--- src/rtl/periodic_irq_gen.sv ---
module periodic_irq_gen #(
  parameter int TICK_HZ = 256
) (
  input  logic       clk,
  input  logic       rst_n,
  input  logic       tick,
  input  logic       ctl_cs,
  input  logic       ctl_we,
  input  logic [3:0] ctl_wdata,
  output logic [3:0] ctl_rdata,
  output logic       irq
);
  localparam int DIV_W = $clog2(TICK_HZ);

  logic [DIV_W-1:0] div_q;
  logic [DIV_W-1:0] tap_mask;
  logic [2:0]       rate_q;
  logic             flag_q;
  logic             rate_on;
  logic             wr;
  logic             hw_set;
  logic             sw_clr;

  assign wr      = ctl_cs & ctl_we;
  assign rate_on = (rate_q != 3'd0) && (rate_q != 3'd7);

  always_comb begin
    case (rate_q)
      3'd1:    tap_mask = '0;
      3'd2:    tap_mask = DIV_W'(3);
      3'd3:    tap_mask = DIV_W'(15);
      3'd4:    tap_mask = DIV_W'(63);
      3'd5:    tap_mask = DIV_W'(127);
      default: tap_mask = '1;
    endcase
  end

  assign hw_set = tick & rate_on & ((div_q & tap_mask) == tap_mask);
  assign sw_clr = wr & ~ctl_wdata[3];

  always_ff @(posedge clk) begin
    if (!rst_n) begin
      div_q  <= '0;
      rate_q <= 3'd0;
      flag_q <= 1'b0;
    end else begin
      if (tick) div_q <= div_q + 1'b1;
      if (wr) rate_q <= ctl_wdata[2:0];
      if (hw_set) flag_q <= 1'b1;
      else if (sw_clr) flag_q <= 1'b0;
    end
  end

  assign ctl_rdata = ctl_cs ? {flag_q, rate_q} : 4'h0;
  assign irq       = flag_q & rate_on;

  AST_SET_NEEDS_TICK: assert property (@(posedge clk) disable iff (!rst_n)
    $rose(flag_q) |-> $past(tick));
  AST_OFF_NO_SET: assert property (@(posedge clk) disable iff (!rst_n)
    (!flag_q && !rate_on) |=> !flag_q);
  AST_SW_CLEAR: assert property (@(posedge clk) disable iff (!rst_n)
    (wr && !ctl_wdata[3] && !tick) |=> !flag_q);
  AST_FLAG_HOLD: assert property (@(posedge clk) disable iff (!rst_n)
    (!tick && (!wr || ctl_wdata[3])) |=> $stable(flag_q));
  AST_SET_WINS: assert property (@(posedge clk) disable iff (!rst_n)
    (sw_clr && hw_set) |=> flag_q);
  AST_IRQ_GATED: assert property (@(posedge clk) disable iff (!rst_n)
    !rate_on |-> !irq);
endmodule

--- config.mk ---
export PLATFORM = sky130hd
export DESIGN_NAME = periodic_irq_gen
export DESIGN_NICKNAME = d
export VERILOG_FILES = /design/src/rtl/periodic_irq_gen.sv
export SDC_FILE = /design/constraint.sdc
export NUM_CORES = 1
export LEC_CHECK = 0
export BUFFER_PORTS_ARGS = -buffer_cell sky130_fd_sc_hd__buf_2
export CAP_MARGIN = 25
export CORE_MARGIN = 1
export CORE_UTILIZATION = 30
export CTS_BUF_LIST = sky130_fd_sc_hd__clkbuf_4
export DETAILED_ROUTE_END_ITERATION = 7
export PLACE_DENSITY_LB_ADDON = 0.08
export SETUP_SLACK_MARGIN = 0.5
export SLEW_MARGIN = 20
export SYNTH_ARGS = -nofsm -noshare
export SYNTH_HDL_FRONTEND = slang
export SYNTH_SLANG_ARGS = --single-unit
--- constraint.sdc ---
create_clock -name clk -period 1.8 [get_ports clk]
set_clock_uncertainty 0.1 [all_clocks]
set_input_delay 0 -clock clk [delete_from_list [all_inputs] [get_ports clk]]
set_output_delay 0 -clock clk [all_outputs]
set_load 0.02 [all_outputs]
# Word level (Yosys, flattened, before mapping)
# Cells that the tools add are included.
[totals]
wordCells = 25
out_inout_bits = 5
reg_bits = 12
[op_classes]
muxes = 4
bitwise_logic = 7
reduce_logical = 3
n_eq_ne = 7
addsub = 1
[ops]
columns = ["operator", "count"]
rows = [
  ["8-bit one-hot mux with 5 select lines", 1],
  ["8-bit by 1-bit adder with 8-bit output (second input constant)", 1],
  ["8-bit bitwise AND", 1],
  ["8-bit == test", 1],
  ["3-bit by 2-bit == test with 1-bit output (second input constant)", 2],
  ["3-bit == test (second input constant)", 2],
  ["1-bit bitwise AND", 5],
  ["4-bit 2-to-1 mux", 1],
  ["3-bit by 1-bit == test with 1-bit output (second input constant)", 1],
  ["3-bit != test (second input constant)", 1],
  ["3-bit nonzero test", 1],
  ["1-bit 2-to-1 mux", 2],
  ["2-bit nonzero test", 1],
  ["1-bit logical AND", 1],
  ["1-bit NOT", 1],
]

# Depth between registers and ports, before layout
[logic_depth]
word_depth = 6
ltp_mapped = 4
depth_no_buf = 4

# Worst setup path before layout
# Ideal clock, no wire load.
[synth_timing]
path_type = "register to register"
startpoint = "reg div_q[2]"
endpoint = "reg div_q[7]"
synth_period_minus_slack_ns = 1.188
required_time_ns = 1.630
path_stages_with_launch = 4
setup_time_ns = 0.070
path_buffers = 0
arrival_time_ns = 1.018
path_slack_ns = 0.612
path_cell_list = "dfxtp_1 -> nand4_1 -> or3_1 -> a21boi_1"
[synth_via]
elab_chain_len = 1
[synth_lines]
columns = ["element", "line_no", "source"]
rows = [
  ["start, declared", "15", "logic [DIV_W-1:0] div_q;"],
  ["start signal, assigned", "47", "if (tick) div_q <= div_q + 1'b1;"],
  ["8-bit by 1-bit adder with 8-bit output", "47", ""],
]
# No other way between the ends.
# A chain may end at the register's enable or synchronous reset.

# Worst setup path in the final report
[layout_timing]
startpoint = "reg rate_q[1]"
endpoint = "out irq"
[layout_via]
elab_chain_len = 3
word_cells_on_any_way = 4
classes_between = "eq/ne (1); bitwise (1); reduce/logical (2)"
[layout_lines]
columns = ["element", "line_no", "source"]
rows = [
  ["start, declared", "17", "logic [2:0] rate_q;"],
  ["start signal, assigned", "48", "if (wr) rate_q <= ctl_wdata[2:0];"],
  ["3-bit != test or 3-bit nonzero test (tied branches)", "25", "assign rate_on = (rate_q != 3'd0) && (rate_q != 3'd7);"],
  ["1-bit logical AND (*)", "25", ""],
  ["1-bit bitwise AND (*)", "55", "assign irq = flag_q & rate_on;"],
  ["end, declared", "11", "output logic irq"],
]
# Every way passes the cells marked *; elsewhere a longest branch is shown, timed or not.

==> results by group <==
Status
  • Outcome: finished, final reports clean

Power and ir drop
  • PD cells: 609 mW/mm²
  • P_leak: 0.344 nW
  • VDD IR-drop max: 458 µV

Final layout
  • Proportion of layout cells with a drive suffix above 1: 0.323
  • Synth-to-layout area growth: 51.5%
  • # fillers: 191
  • Reg area: 256 µm²
  • Multi-input logic area: 372 µm²
  • Commonest non-fill, non-tap cell in the layout: buf_2
  • Post-layout nets: 110
  • Core Util, Final: 0.498
  • N_diodes: 0
  • Commonest cells after routing, fill and taps aside: buf_2, nand2_1, dlygate4sd3_1
  • Design Area, Final: 887 µm²
  • Post-Layout Cell Count: 124

Clock tree
  • Root Buffer Master: clkbuf_4
  • CTS Buf Count: 3
  • Clock transition at path regs: 70 ps
  • Sink Count: 12
  • Max Buffers Root-to-Sink: 2
  • CTS H-tree lvls: 1
  • Worst skew pair latency: 270 ps
  • CTS tree: done

Synth
  • Syn_nets: 79
  • Number of cells produced by synthesis: 69
  • Sequential fraction of the synthesis area: 0.410
  • Ys Warns: 0
  • Post-synth cell types: 20
  • Syn avg cell area: 8.49 µm²
  • Cell area after synthesis: 586 µm²
  • #FFs+latches synth: 12

Global route
  • Global-route wire length before repair: 2.10 mm
  • All-Layer GR Usage: 0.146
  • Initial antenna violation count: 0
  • Grt total ovfl: 0
  • Largest net degree at the start of global routing: 14
  • Vias in the first global route: 489

Hold path
  • Worst Hold Path EP: rate_q[0]
  • Hold wc startpoint: ctl_we
  • Hold path cells: 4
  • Worst min-delay path class: in -> reg

Critical path
  • Reg-to-reg setup timing slack: 550 ps
  • CP Class: reg -> out
  • Reg2reg start: div_q[1]
  • Reg2reg path depth: 4
  • Worst Path Arrival: 1280 ps
  • Worst Path Required: 1700 ps
  • Crit Reg-Reg Endpoint: div_q[7]
  • CP endpoint kind: output pin
  • Startpoint Class: register
  • Max FO, Critical Path: 2

Placed design
  • Port Buffer Count: 13
  • Area after DPL: 678 µm²
  • Dpl cells: 106
  • Dpl ws: 475 ps
  • Final GP Congestion: 0.713
  • Hpwl dp: 875 µm

Detailed routing
  • Final ANT Viol Nets: 0
  • DRT Pass-1 Iters: 4
  • Post-DR wirelength/cell: 11.1 µm
  • Drt total wl: 1.38 mm
  • DRC: 0
  • Drt first-iter violations: 10
  • Vias: 574
  • Via density per instance: 4.63

STA
  • Slew Limit Fails: 0
  • Setup TNS: 0 ps
  • Final Setup Violations: 0
  • Tmin final: 1380 ps
  • RSZ-0062 raised after global routing: true
  • Final worst slack: 425 ps
  • FMAX: 727 MHz
  • Max-Slew Margin vs Limit: 0.867
  • Final Cycle Share: 0.764
  • Final hold vios: 0
  • Slew @ Worst Pin: 198 ps

Die
  • Die area: 0.00213 mm²
  • Initial core utilization: 0.328
  • IO Count: 14
  • DIE WIDTH: 46.2 µm
  • Core Area: 0.00178 mm²
  • Chip Height: 46.2 µm
  • Rows: 15

Flow run
  • Max Cap Viol: 0
==> stage by stage <==
stage          power, W  hold slack, ps
3_5_place_dp   0.000345             172
5_1_grt        0.000577            51.8
6_report       0.000541            24.1
4_1_cts        0.000541            16.5
3_3_place_gp   0.000345             170
2_1_floorplan  0.000321            53.1
==> cells by family after synthesis <==
kind of cell | after synthesis | synth area share
xor+xnor | 5 | 0.0748
fa+ha+maj | 1 | 0.0214
simple gates | 37 | 0.335
mux | 1 | 0.0171
flops | 12 | 0.410
compound gates | 12 | 0.135
buf+inv | 1 | 0.00640
==> area by class of cell <==
| class | count | share of cell area |
|---|---|---|
| multi-input cells | 56 | 0.419 |
| flip-flops and latches | 12 | 0.289 |
| repair buffers | 27 | 0.227 |
| well taps | 25 | 0.0353 |
| clock buffers | 3 | 0.0254 |
| clock inverters | 1 | 0.00423 |
==> report_power, final <==
part / total, W / internal (W) / switching [W]
combinational: 0.0000878 / 0.0000523 / 0.0000355
clock: 0.000169 / 0.0000801 / 0.0000886
sequential: 0.000284 / 0.000273 / 0.0000109
==> cell usage after synthesis (all sizes together) <==
cell type / count / area share
nand3b: 1 / 0.013
nand3: 5 / 0.043
xor2: 1 / 0.015
o211ai: 1 / 0.013
o21ai: 4 / 0.034
a21boi: 6 / 0.077
xnor2: 4 / 0.060
nor2: 1 / 0.0064
and2: 9 / 0.096
clkbuf: 1 / 0.0064
dfxtp: 12 / 0.41
mux2i: 1 / 0.017
nor2b: 2 / 0.021
a31oi: 1 / 0.011
or3: 3 / 0.032
ha: 1 / 0.021
nand4: 3 / 0.032
nand2: 11 / 0.071
and3: 2 / 0.021
==> registers in the layout, indices dropped and copies added (netlist names) <==
name    count
rate_q      3
div_q       8
flag_q      1
==> how the worst max path moves through the flow <==
stage          startpoint        to  slack [ps]  cells past startpoint
6_report        rate_q[1]       irq         420                      3
5_1_grt         rate_q[1]       irq         390                      3
4_1_cts         rate_q[0]       irq         410                      3
3_5_place_dp     div_q[2]  div_q[6]         480                      3
3_3_place_gp     div_q[2]  div_q[7]         450                      3
2_1_floorplan    div_q[2]  div_q[7]         610                      3
==> what timing repair did <==
action / in CTS / in global routing
endpoints found under the hold margin: 12 / 1
pin swaps: 2 / 6
endpoints found under the setup margin: 3 / 6
gates resized for setup: 10 / 10
hold buffers: 9 / 2
buffers inserted: 3 / 1
==> per-layer routing <==
metal	track usage	vias to the layer above	routed length [µm]
met2	0.217	11	630
met4	0.0706	0	15
li1	-	304	-
met5	0	-	0
met1	0.181	257	689
met3	0.0588	2	45
==> worst max-delay path: stages (launching register included) <==
cell and delay [ps]:
dfxtp_4 340, or3_4 380, and3_4 170, buf_6 120
No activity file was read; power rests on OpenSTA's default activity.
